`src/rtl/gray_pkg.sv`:
```
package gray_pkg;

    // Mode codes seen on mode_i
    localparam logic [2:0] MODE_WFIX   = 3'd0;
    localparam logic [2:0] MODE_INT100 = 3'd1;
    localparam logic [2:0] MODE_SHR8   = 3'd2;
    localparam logic [2:0] MODE_AVG3   = 3'd3;
    localparam logic [2:0] MODE_GREEN  = 3'd4;

    // Arithmetic path taken by a pixel through both stages
    typedef enum logic [1:0] {
        PATH_DIV100 = 2'd0,
        PATH_SHR8   = 2'd1,
        PATH_DIV3   = 2'd2,
        PATH_PASS   = 2'd3
    } gray_path_e;

    // Flow controller states
    typedef enum logic [1:0] {
        ST_IDLE  = 2'd0,
        ST_RUN   = 2'd1,
        ST_DRAIN = 2'd2
    } flow_state_e;

    // Weights for the /100 path and the >>8 path
    localparam int W100_R = 30;
    localparam int W100_G = 59;
    localparam int W100_B = 11;
    localparam int W256_R = 76;
    localparam int W256_G = 151;
    localparam int W256_B = 28;

    // Reciprocal constants: floor(x*MUL >> SHR) == floor(x/N) over the
    // ranges reached with 8-bit channels (x <= 25500 for N=100, x <= 765 for N=3)
    localparam int DIV100_MUL = 5243;
    localparam int DIV100_SHR = 19;
    localparam int DIV3_MUL   = 683;
    localparam int DIV3_SHR   = 11;

    function automatic gray_path_e path_of(input logic [2:0] code);
        gray_path_e p;
        case (code)
            MODE_WFIX,
            MODE_INT100: p = PATH_DIV100;
            MODE_AVG3:   p = PATH_DIV3;
            MODE_GREEN:  p = PATH_PASS;
            default:     p = PATH_SHR8;
        endcase
        return p;
    endfunction

endpackage

```
`src/rtl/gray_flow_ctrl.sv`:
```
module gray_flow_ctrl
    import gray_pkg::*;
(
    input  logic       clk,
    input  logic       rst_n,
    input  logic       in_valid,
    input  logic [2:0] mode_i,
    output gray_path_e path_o,
    output logic       idle_o
);

    flow_state_e state_q;
    flow_state_e state_d;
    logic [2:0]  mode_q;

    // State register
    always_ff @(posedge clk or negedge rst_n) begin
        if (!rst_n) begin
            state_q <= ST_IDLE;
        end else begin
            state_q <= state_d;
        end
    end

    // Next state
    always_comb begin
        state_d = state_q;
        unique case (state_q)
            ST_IDLE:  state_d = in_valid ? ST_RUN : ST_IDLE;
            ST_RUN:   state_d = in_valid ? ST_RUN : ST_DRAIN;
            ST_DRAIN: state_d = in_valid ? ST_RUN : ST_IDLE;
            default:  state_d = ST_IDLE;
        endcase
    end

    // Mode capture: follows mode_i only while nothing is in flight
    always_ff @(posedge clk or negedge rst_n) begin
        if (!rst_n) begin
            mode_q <= MODE_SHR8;
        end else if (state_q == ST_IDLE) begin
            mode_q <= mode_i;
        end
    end

    // Outputs
    always_comb begin
        idle_o = (state_q == ST_IDLE);
        path_o = path_of(idle_o ? mode_i : mode_q);
    end

endmodule

```
`src/rtl/gray_weight_sum.sv`:
```
module gray_weight_sum
    import gray_pkg::*;
#(
    parameter int CH_W  = 8,
    parameter int SUM_W = 2 * CH_W + 1
) (
    input  logic              clk,
    input  logic              rst_n,
    input  logic              in_valid,
    input  logic [3*CH_W-1:0] in_rgb,
    input  gray_path_e        path_i,
    output logic              s1_valid,
    output logic [SUM_W-1:0]  s1_sum,
    output gray_path_e        s1_path
);

    localparam int NCH = 3;

    // ch[2] = red, ch[1] = green, ch[0] = blue
    logic [SUM_W-1:0] ch [NCH];

    genvar gi;
    generate
        for (gi = 0; gi < NCH; gi++) begin : g_unpack
            assign ch[gi] = SUM_W'(in_rgb[gi*CH_W +: CH_W]);
        end
    endgenerate

    logic [SUM_W-1:0] sum_d;

    always_comb begin
        sum_d = '0;
        unique case (path_i)
            PATH_DIV100: sum_d = ch[2] * SUM_W'(W100_R)
                               + ch[1] * SUM_W'(W100_G)
                               + ch[0] * SUM_W'(W100_B);
            PATH_SHR8:   sum_d = ch[2] * SUM_W'(W256_R)
                               + ch[1] * SUM_W'(W256_G)
                               + ch[0] * SUM_W'(W256_B);
            PATH_DIV3:   sum_d = ch[2] + ch[1] + ch[0];
            PATH_PASS:   sum_d = ch[1];
            default:     sum_d = '0;
        endcase
    end

    always_ff @(posedge clk or negedge rst_n) begin
        if (!rst_n) begin
            s1_valid <= 1'b0;
            s1_sum   <= '0;
            s1_path  <= PATH_SHR8;
        end else begin
            s1_valid <= in_valid;
            if (in_valid) begin
                s1_sum  <= sum_d;
                s1_path <= path_i;
            end
        end
    end

endmodule

```
`src/rtl/gray_scale_div.sv`:
```
module gray_scale_div
    import gray_pkg::*;
#(
    parameter int CH_W  = 8,
    parameter int SUM_W = 2 * CH_W + 1
) (
    input  logic              clk,
    input  logic              rst_n,
    input  logic              s1_valid,
    input  logic [SUM_W-1:0]  s1_sum,
    input  gray_path_e        s1_path,
    output logic              out_valid,
    output logic [3*CH_W-1:0] out_rgb
);

    localparam int NCH    = 3;
    localparam int PROD_W = SUM_W + 14;
    localparam logic [SUM_W-1:0] CH_MAX = SUM_W'((1 << CH_W) - 1);

    logic [PROD_W-1:0] prod100;
    logic [PROD_W-1:0] prod3;
    logic [SUM_W-1:0]  quot;
    logic [CH_W-1:0]   gray;

    always_comb begin
        prod100 = PROD_W'(s1_sum) * PROD_W'(DIV100_MUL);
        prod3   = PROD_W'(s1_sum) * PROD_W'(DIV3_MUL);
        quot    = '0;
        unique case (s1_path)
            PATH_DIV100: quot = SUM_W'(prod100 >> DIV100_SHR);
            PATH_SHR8:   quot = s1_sum >> 8;
            PATH_DIV3:   quot = SUM_W'(prod3 >> DIV3_SHR);
            PATH_PASS:   quot = s1_sum;
            default:     quot = '0;
        endcase
        gray = (quot > CH_MAX) ? CH_MAX[CH_W-1:0] : quot[CH_W-1:0];
    end

    logic [3*CH_W-1:0] rgb_d;

    genvar gi;
    generate
        for (gi = 0; gi < NCH; gi++) begin : g_fan
            assign rgb_d[gi*CH_W +: CH_W] = gray;
        end
    endgenerate

    always_ff @(posedge clk or negedge rst_n) begin
        if (!rst_n) begin
            out_valid <= 1'b0;
            out_rgb   <= '0;
        end else begin
            out_valid <= s1_valid;
            if (s1_valid) begin
                out_rgb <= rgb_d;
            end
        end
    end

endmodule

```
`src/rtl/gray_convert.sv`:
```
module gray_convert
    import gray_pkg::*;
#(
    parameter int CH_W = 8
) (
    input  logic              clk,
    input  logic              rst_n,
    input  logic [2:0]        mode_i,
    input  logic              in_valid,
    input  logic [3*CH_W-1:0] in_rgb,
    output logic              out_valid,
    output logic [3*CH_W-1:0] out_rgb
);

    localparam int SUM_W = 2 * CH_W + 1;

    gray_path_e       cur_path;
    logic             flow_idle;
    logic             s1_valid;
    logic [SUM_W-1:0] s1_sum;
    gray_path_e       s1_path;

    gray_flow_ctrl u_ctrl (
        .clk      (clk),
        .rst_n    (rst_n),
        .in_valid (in_valid),
        .mode_i   (mode_i),
        .path_o   (cur_path),
        .idle_o   (flow_idle)
    );

    gray_weight_sum #(.CH_W(CH_W), .SUM_W(SUM_W)) u_sum (
        .clk      (clk),
        .rst_n    (rst_n),
        .in_valid (in_valid),
        .in_rgb   (in_rgb),
        .path_i   (cur_path),
        .s1_valid (s1_valid),
        .s1_sum   (s1_sum),
        .s1_path  (s1_path)
    );

    gray_scale_div #(.CH_W(CH_W), .SUM_W(SUM_W)) u_div (
        .clk       (clk),
        .rst_n     (rst_n),
        .s1_valid  (s1_valid),
        .s1_sum    (s1_sum),
        .s1_path   (s1_path),
        .out_valid (out_valid),
        .out_rgb   (out_rgb)
    );

endmodule

```
`config.mk`:
```
export PLATFORM = sky130hd
export DESIGN_NAME = gray_convert
export DESIGN_NICKNAME = d
export VERILOG_FILES = /design/src/rtl/gray_pkg.sv /design/src/rtl/gray_flow_ctrl.sv /design/src/rtl/gray_weight_sum.sv /design/src/rtl/gray_scale_div.sv /design/src/rtl/gray_convert.sv
export SDC_FILE = /design/constraint.sdc
export NUM_CORES = 1
export LEC_CHECK = 0
export ABC_AREA = 1
export ABC_CLOCK_PERIOD_IN_PS = 10700
export BUFFER_PORTS_ARGS = -buffer_cell sky130_fd_sc_hd__buf_4
export CORE_UTILIZATION = 62
export CTS_BUF_LIST = sky130_fd_sc_hd__clkbuf_4 sky130_fd_sc_hd__clkbuf_8 sky130_fd_sc_hd__clkbuf_16
export DETAILED_ROUTE_END_ITERATION = 16
export GPL_TIMING_DRIVEN = 0
export PLACE_DENSITY_LB_ADDON = 0.1
export SKIP_LAST_GASP = 1
export SYNTH_ARGS = -nofsm -noshare
export SYNTH_HDL_FRONTEND = slang
export SYNTH_SLANG_ARGS = --single-unit
```
`constraint.sdc`:
```
create_clock -name clk -period 10.7 [get_ports clk]
set_input_delay 0 -clock clk [delete_from_list [all_inputs] [get_ports clk]]
set_output_delay 0 -clock clk [all_outputs]
set_load 0.03 [all_outputs]
```
== Word level (Yosys, flattened, before mapping) ==
Cells that the tools add are included.

* Add/sub/neg operators: 6
* Bitwise logic cells: 0
* Multiply operators: 8
* Divide/modulo/power cells: 0
* Equal/unequal tests: 11
* Shifts and indexed selects: 0
* Reduce and logical (&&, ||, !) cells: 6
* Mux-type cells: 8
* $lt $le $gt $ge: 1

{| class="wikitable"
|+ Operators with widths
! cell !! number
|-
| one-hot mux 17 bit (4 select lines) || 2
|-
| adder 17 bit || 4
|-
| multiplier 17 x 13 -> 30 bit, second input constant || 1
|-
| multiplier 17 x 10 -> 27 bit, second input constant || 1
|-
| multiplier 8 x 4 -> 12 bit, second input constant || 2
|-
| adder 17 x 8 -> 17 bit || 1
|-
| > comparator 17 x 8 -> 1 bit, second input constant || 1
|-
| multiplier 8 x 8 -> 16 bit, second input constant || 1
|-
| multiplier 8 x 6 -> 14 bit, second input constant || 1
|-
| multiplier 8 x 5 -> 13 bit, second input constant || 1
|-
| multiplier 8 x 3 -> 11 bit, second input constant || 1
|-
| == test 2 bit, second input constant || 5
|-
| adder 8 x 8 -> 9 bit || 1
|-
| two-way mux 8 bit || 1
|-
| == test 2 x 1 -> 1 bit, second input constant || 3
|-
| zero test 2 bit || 3
|-
| one-hot mux 2 bit (3 select lines) || 1
|-
| one-hot mux 2 bit (2 select lines) || 1
|-
| OR reduction 2 bit || 2
|-
| == test 3 x 1 -> 1 bit, second input constant || 1
|-
| == test 3 x 2 -> 1 bit, second input constant || 1
|-
| == test 3 bit, second input constant || 1
|-
| zero test 3 bit || 1
|-
| two-way mux 3 bit || 1
|-
| 2 further kinds || 2
|}

* Bits of input ports: 30
* Word-level logic and storage cells: 47
* Bits in registers: 50
* Memory bits (read-only): 0
* Output and inout bits: 25
* Memory bits (writable): 0
* Memories: 0
* Latch bits: 0

== Longest topological paths before layout ==
* Word-level depth: 7
* Gate-level depth with buffers: 28

== Hierarchy ==
From an unflattened synthesis, not the netlist that was laid out.

* Cells, all modules: 2312
* Area total of the unflattened synthesis: 17097.6 um^2

{| class="wikitable"
|+ By module, submodules not included
! module !! area each (um^2) !! cells each !! instances !! seq. area each (um^2)
|-
| gray_scale_div || 8884.8 || 1268 || 1 || 225.2
|-
| gray_weight_sum || 7942.6 || 1007 || 1 || 501.7
|-
| gray_flow_ctrl || 270.3 || 37 || 1 || 126.4
|}

== Least setup slack after synthesis ==
OpenSTA, ideal clock, no wires.

* Path kind: register -> register
* From: reg u_sum.s1_sum[9]
* To: reg u_div.out_rgb[15]
* Arrival time: 4.563 ns
* Buffers on the path: 0
* Setup slack: 6.024 ns
* Stages on the path, launching flop included: 28
* Cell sequence: dfrtp_1 -> ha_1 -> inv_1 -> fa_1 -> fa_1 -> inv_1 -> fa_1 -> inv_1 -> fa_1 -> inv_1 -> ha_1 -> nand2_1 -> inv_2 -> nand2_1 -> inv_2 -> nand2_1 -> nor2_1 -> nand2_1 -> nand3_1 -> nand2_1 -> nand3_1 -> nand2_1 -> nor2_2 -> nand2_2 -> nor2_8 -> nand3_1 -> nand2_1 -> inv_1

* Longest elaborated chain between the ends: 4

{| class="wikitable"
|+ Ends and longest elaborated chain
! element !! RTL line !! RTL
|-
| start: declaration || gray_weight_sum.sv:13 || <nowiki>output logic [SUM_W-1:0] s1_sum,</nowiki>
|-
| start signal: assignment || gray_weight_sum.sv:54 || <nowiki>s1_sum <= sum_d;</nowiki>
|-
| multiplier 17 x 10 -> 27 bit / multiplier 17 x 13 -> 30 bit (equally long branches) || gray_scale_div.sv:27, gray_scale_div.sv:26 ||
|-
| one-hot mux 17 bit (4 select lines) (*) || gray_scale_div.sv:29 || <nowiki>unique case (s1_path)</nowiki>
|-
| > comparator 17 x 8 -> 1 bit || gray_scale_div.sv:36 || <nowiki>gray = (quot > CH_MAX) ? CH_MAX[CH_W-1:0] : quot[CH_W-1:0];</nowiki>
|-
| two-way mux 8 bit (*) || gray_scale_div.sv:36 ||
|-
| end signal: assignment || gray_scale_div.sv:55 || <nowiki>out_rgb <= rgb_d;</nowiki>
|-
| end: declaration || gray_scale_div.sv:13 || <nowiki>output logic [3*CH_W-1:0] out_rgb</nowiki>
|}

Every way passes the cells marked *; elsewhere a longest branch is shown, timed or not.
A chain may end at the register's enable or synchronous reset.

== Final worst setup path ==
* From: reg u_sum.s1_sum[1]
* To: reg u_div.out_rgb[19]

Same word-level chain as after synthesis.

==> results.py <==
metrics = {
    "outcome": {
        "status": "completed",
    },
    "worst_setup_path": {
        "required_ps": 10880,
        "critPathKind": "register to register",
        "slowest_stage": "dfrtp_1",
        "startpoint_type": "register",
        "cp.arrival_ps": 5740,
        "cp-end-kind": "register",
        "crit_chain": "ha_1, xor2_1, ha_1, inv_1, fa_1, fa_1, fa_1, inv_1, ha_1, nand2_1, inv_1, a21oi_1, nand3_1, nand2_1, nand3_1, nand3_1, nand2_1, nor2_1, nand3_2, nor2_8, nand3_1, nand2_1, inv_1",
        "cpPeakStageDelay_ps": 620,
        "crit_fanout": 9,
    },
    "job": {
        "drv_cap": 0,
    },
    "floorplan": {
        "die_h_um": 167,
        "row_count": 59,
        "die_area_um2": 27900,
        "start_util_pct": 64.0,
        "fp.coreArea_um2": 26400,
        "die_width_um": 167,
        "ios": 55,
    },
    "synthesis": {
        "ys_ff_latch": 34,
        "synth_area_um2": 16900,
        "yosys-mux-area-fraction_pct": 0,
        "synth_area_per_cell_um2": 7.42,
        "synth-xor-area-share_pct": 3.33,
        "ys_seq_area_share_pct": 5.06,
        "synth_top_family_by_area": "adder cells",
        "ys_types": 51,
        "synthArstFlopShare_pct": 100,
        "postSynthCellCount": 2271,
        "synth-simple-area-share_pct": 18.0,
        "synth_edf_count": 0,
        "synth-compound-area-share_pct": 9.00,
        "synth-adder-area-share_pct": 49.6,
        "yosysWarnings": 0,
        "synth_fp_nets": 2843,
        "synth_ff_type": "dfrtp_1",
    },
    "final_layout": {
        "diodes": 0,
        "nNetsFinal": 2906,
        "drive_gt1_share_pct": 5.91,
        "area_growth_pct": 5.88,
        "fin_util_pct": 67.7,
    },
    "clock_network": {
        "clkSinkCount": 34,
        "insertion_delay_ps": 290,
        "post-cts-setup-buffers": 0,
        "clk_pin_slew_ps": 60,
        "cts_tree": "done",
        "cts_root_buf": "clkbuf_16",
        "cts_made_buffers": 5,
        "clockBufferDepth": 2,
        "h-tree-depth": 2,
    },
    "timing": {
        "tightest_slew_ps": 967,
        "fin_skew_ps": 4.33,
        "hold_violations": 0,
        "rsz0062_at_grt": "false",
        "period_minus_slack_ps": 5560,
        "finalSetupViolations": 0,
        "worst_slack_ps": 5140,
        "min_period_over_period_pct": 51.9,
        "fmax_mhz": 180,
        "holdWs_ps": 72.6,
        "tns_ps": 0,
        "timing.slew.headroom_pct": 35.3,
        "finalMaxSlewViolations": 0,
    },
    "routing": {
        "drt_pass1_iterations": 7,
        "dr_total_vias": 14400,
        "drt_iter0_drc": 995,
        "ant_nets": 0,
        "via_per_inst": 5.38,
        "route.detailed.drc": 0,
        "wire_per_inst_um": 16.7,
        "totalWireLength_um": 44700,
    },
    "placed_design": {
        "dpl.hpwl_um": 39500,
        "gp_congestion": 0.980,
        "port_buffers": 54,
        "dp_slack_ps": 5190,
    },
    "global_routing": {
        "grt_first_pass_wirelength_um": 72400,
        "grt_pass1_vias": 14500,
        "grt_util_all_layers_pct": 33.3,
        "grt_max_degree": 35,
        "grt_overflow": 0,
        "antenna_found_initial": 0,
    },
    "hold_path": {
        "min_path_type": "input pin to register",
    },
}
cells in the mapped netlist (4+ instances only):
cell type,instances,share of area [%]
a21o_1,10,0.45
a21oi_1,131,3.9
a31oi_1,8,0.30
and2_1,4,0.15
buf_4,17,0.76
dfrtp_1,32,4.8
fa_1,211,25
ha_1,331,25
inv_1,623,14
inv_2,9,0.20
nand2_1,430,9.6
nand2_2,9,0.33
nand3_1,92,2.7
nand3_2,4,0.24
nand3b_1,4,0.18
nand4_1,12,0.45
nor2_1,104,2.3
nor2_2,7,0.26
nor2_4,5,0.33
nor3_1,14,0.42
o211ai_1,4,0.18
o21ai_0,72,2.1
o21ai_1,6,0.18
o21bai_1,15,0.67
o22ai_1,4,0.15
or2_2,12,0.45
xnor2_1,25,1.3
xor2_1,39,2.0
flip-flops by register name, summed over array words and instances (netlist names):
| name | cells |
|---|---|
| u_div.out_rgb | 8 |
| u_sum.s1_path | 2 |
| u_div.out_valid | 1 |
| u_ctrl.state_q | 2 |
| u_sum.s1_sum | 17 |
| u_sum.s1_valid | 1 |
| u_ctrl.mode_q | 3 |
final cells by class:
cell class | count | area (um2)
Buffer | 20 | 139
Clock buffer | 6 | 133
Clock inverter | 2 | 13.8
Fill cell | 2346 | 8510
Inverter | 636 | 2390
Multi-Input combinational cell | 1581 | 13500
Sequential cell | 34 | 853
Tap cell | 335 | 419
Timing Repair Buffer | 56 | 425
routing by layer:
metal  GRT usage, %  vias to the layer above  part of all wire, %
met5              0                        -                    0
met4           16.3                        0                  5.3
met3           1.07                      110                  3.6
met2           60.6                      384                   50
met1           40.5                     6780                   41
li1               -                     7099                    -
timing repair:
| item | CTS | global route |
|---|---|---|
| hold endpoints to repair | 35 | 0 |
| hold buffers | 2 | 0 |
| gates resized for setup | 0 | 0 |
logic make-up (layout without fill, tap and decap cells):
family	Yosys count	in the layout
AND/OR/NAND/NOR	706	706
buffers and inverters	656	720
adder cells (fa/ha/maj)	542	542
AO/OA/AOI/OAI	269	269
XOR/XNOR	64	64
flip-flops	34	34
cells in the final DEF, fill, tap and decap left out, types with 3 or more instances in the layout:
master,synthesis,final
o221ai_1,3,3
xor2_1,39,39
nand2_2,9,9
o21bai_1,15,15
nor2_1,104,104
nor2_2,7,7
a31oi_1,8,8
buf_4,17,71
or2_2,12,12
and2_1,4,4
a21boi_0,3,3
o21ai_1,6,6
o211ai_1,4,4
nand3b_1,4,4
inv_1,623,623
inv_2,9,9
clkbuf_16,0,5
a21o_1,10,10
xnor2_1,25,25
clkbuf_1,3,3
o21ai_0,72,72
o22ai_1,4,4
nor2_4,5,5
dfrtp_1,32,32
fa_1,211,211
a21oi_1,131,131
nand4_1,12,12
nand3_2,4,4
nor3_1,14,14
nand2_1,430,430
nand3_1,92,92
nor4_1,3,3
ha_1,331,331
through the flow:
stage                     cell area, um2  cells
after global placement             17700   2660
final                              17800   2670
after global routing               17800   2670
after CTS                          17800   2670
after detailed placement           17700   2660
after floorplan                    16900   2271
worst max-delay path, delay by kind of cell (launching register included):
family | cells | cell delay, ps
xor gates and xnor gates | 1 | 510
AOI/OAI and AO/OA | 1 | 150
adders and majority gates | 6 | 2490
buffers and inverters | 4 | 240
and+or+nand+nor | 11 | 1440
DFF | 1 | 620
worst paths after layout:
| check | startpoint | endpoint | slack, ps | cells past startpoint |
|---|---|---|---|---|
| max | u_sum.s1_sum[1] | u_div.out_rgb[19] | 5140 | 23 |
| min | mode_i[2] | u_ctrl.mode_q[2] | 70 | 5 |
| max reg2reg | u_sum.s1_sum[1] | u_div.out_rgb[19] | 5140 | 23 |
| min reg2reg | u_ctrl.state_q[1] | u_ctrl.state_q[1] | 510 | 1 |
| max in group asynchronous | rst_n | u_sum.s1_path[0] | 10140 | 2 |
| min in group asynchronous | rst_n | u_div.out_rgb[16] | 220 | 2 |
Power is not shown: default switching activity piles up to over one toggle a cycle in this logic, so the estimate is an artifact.
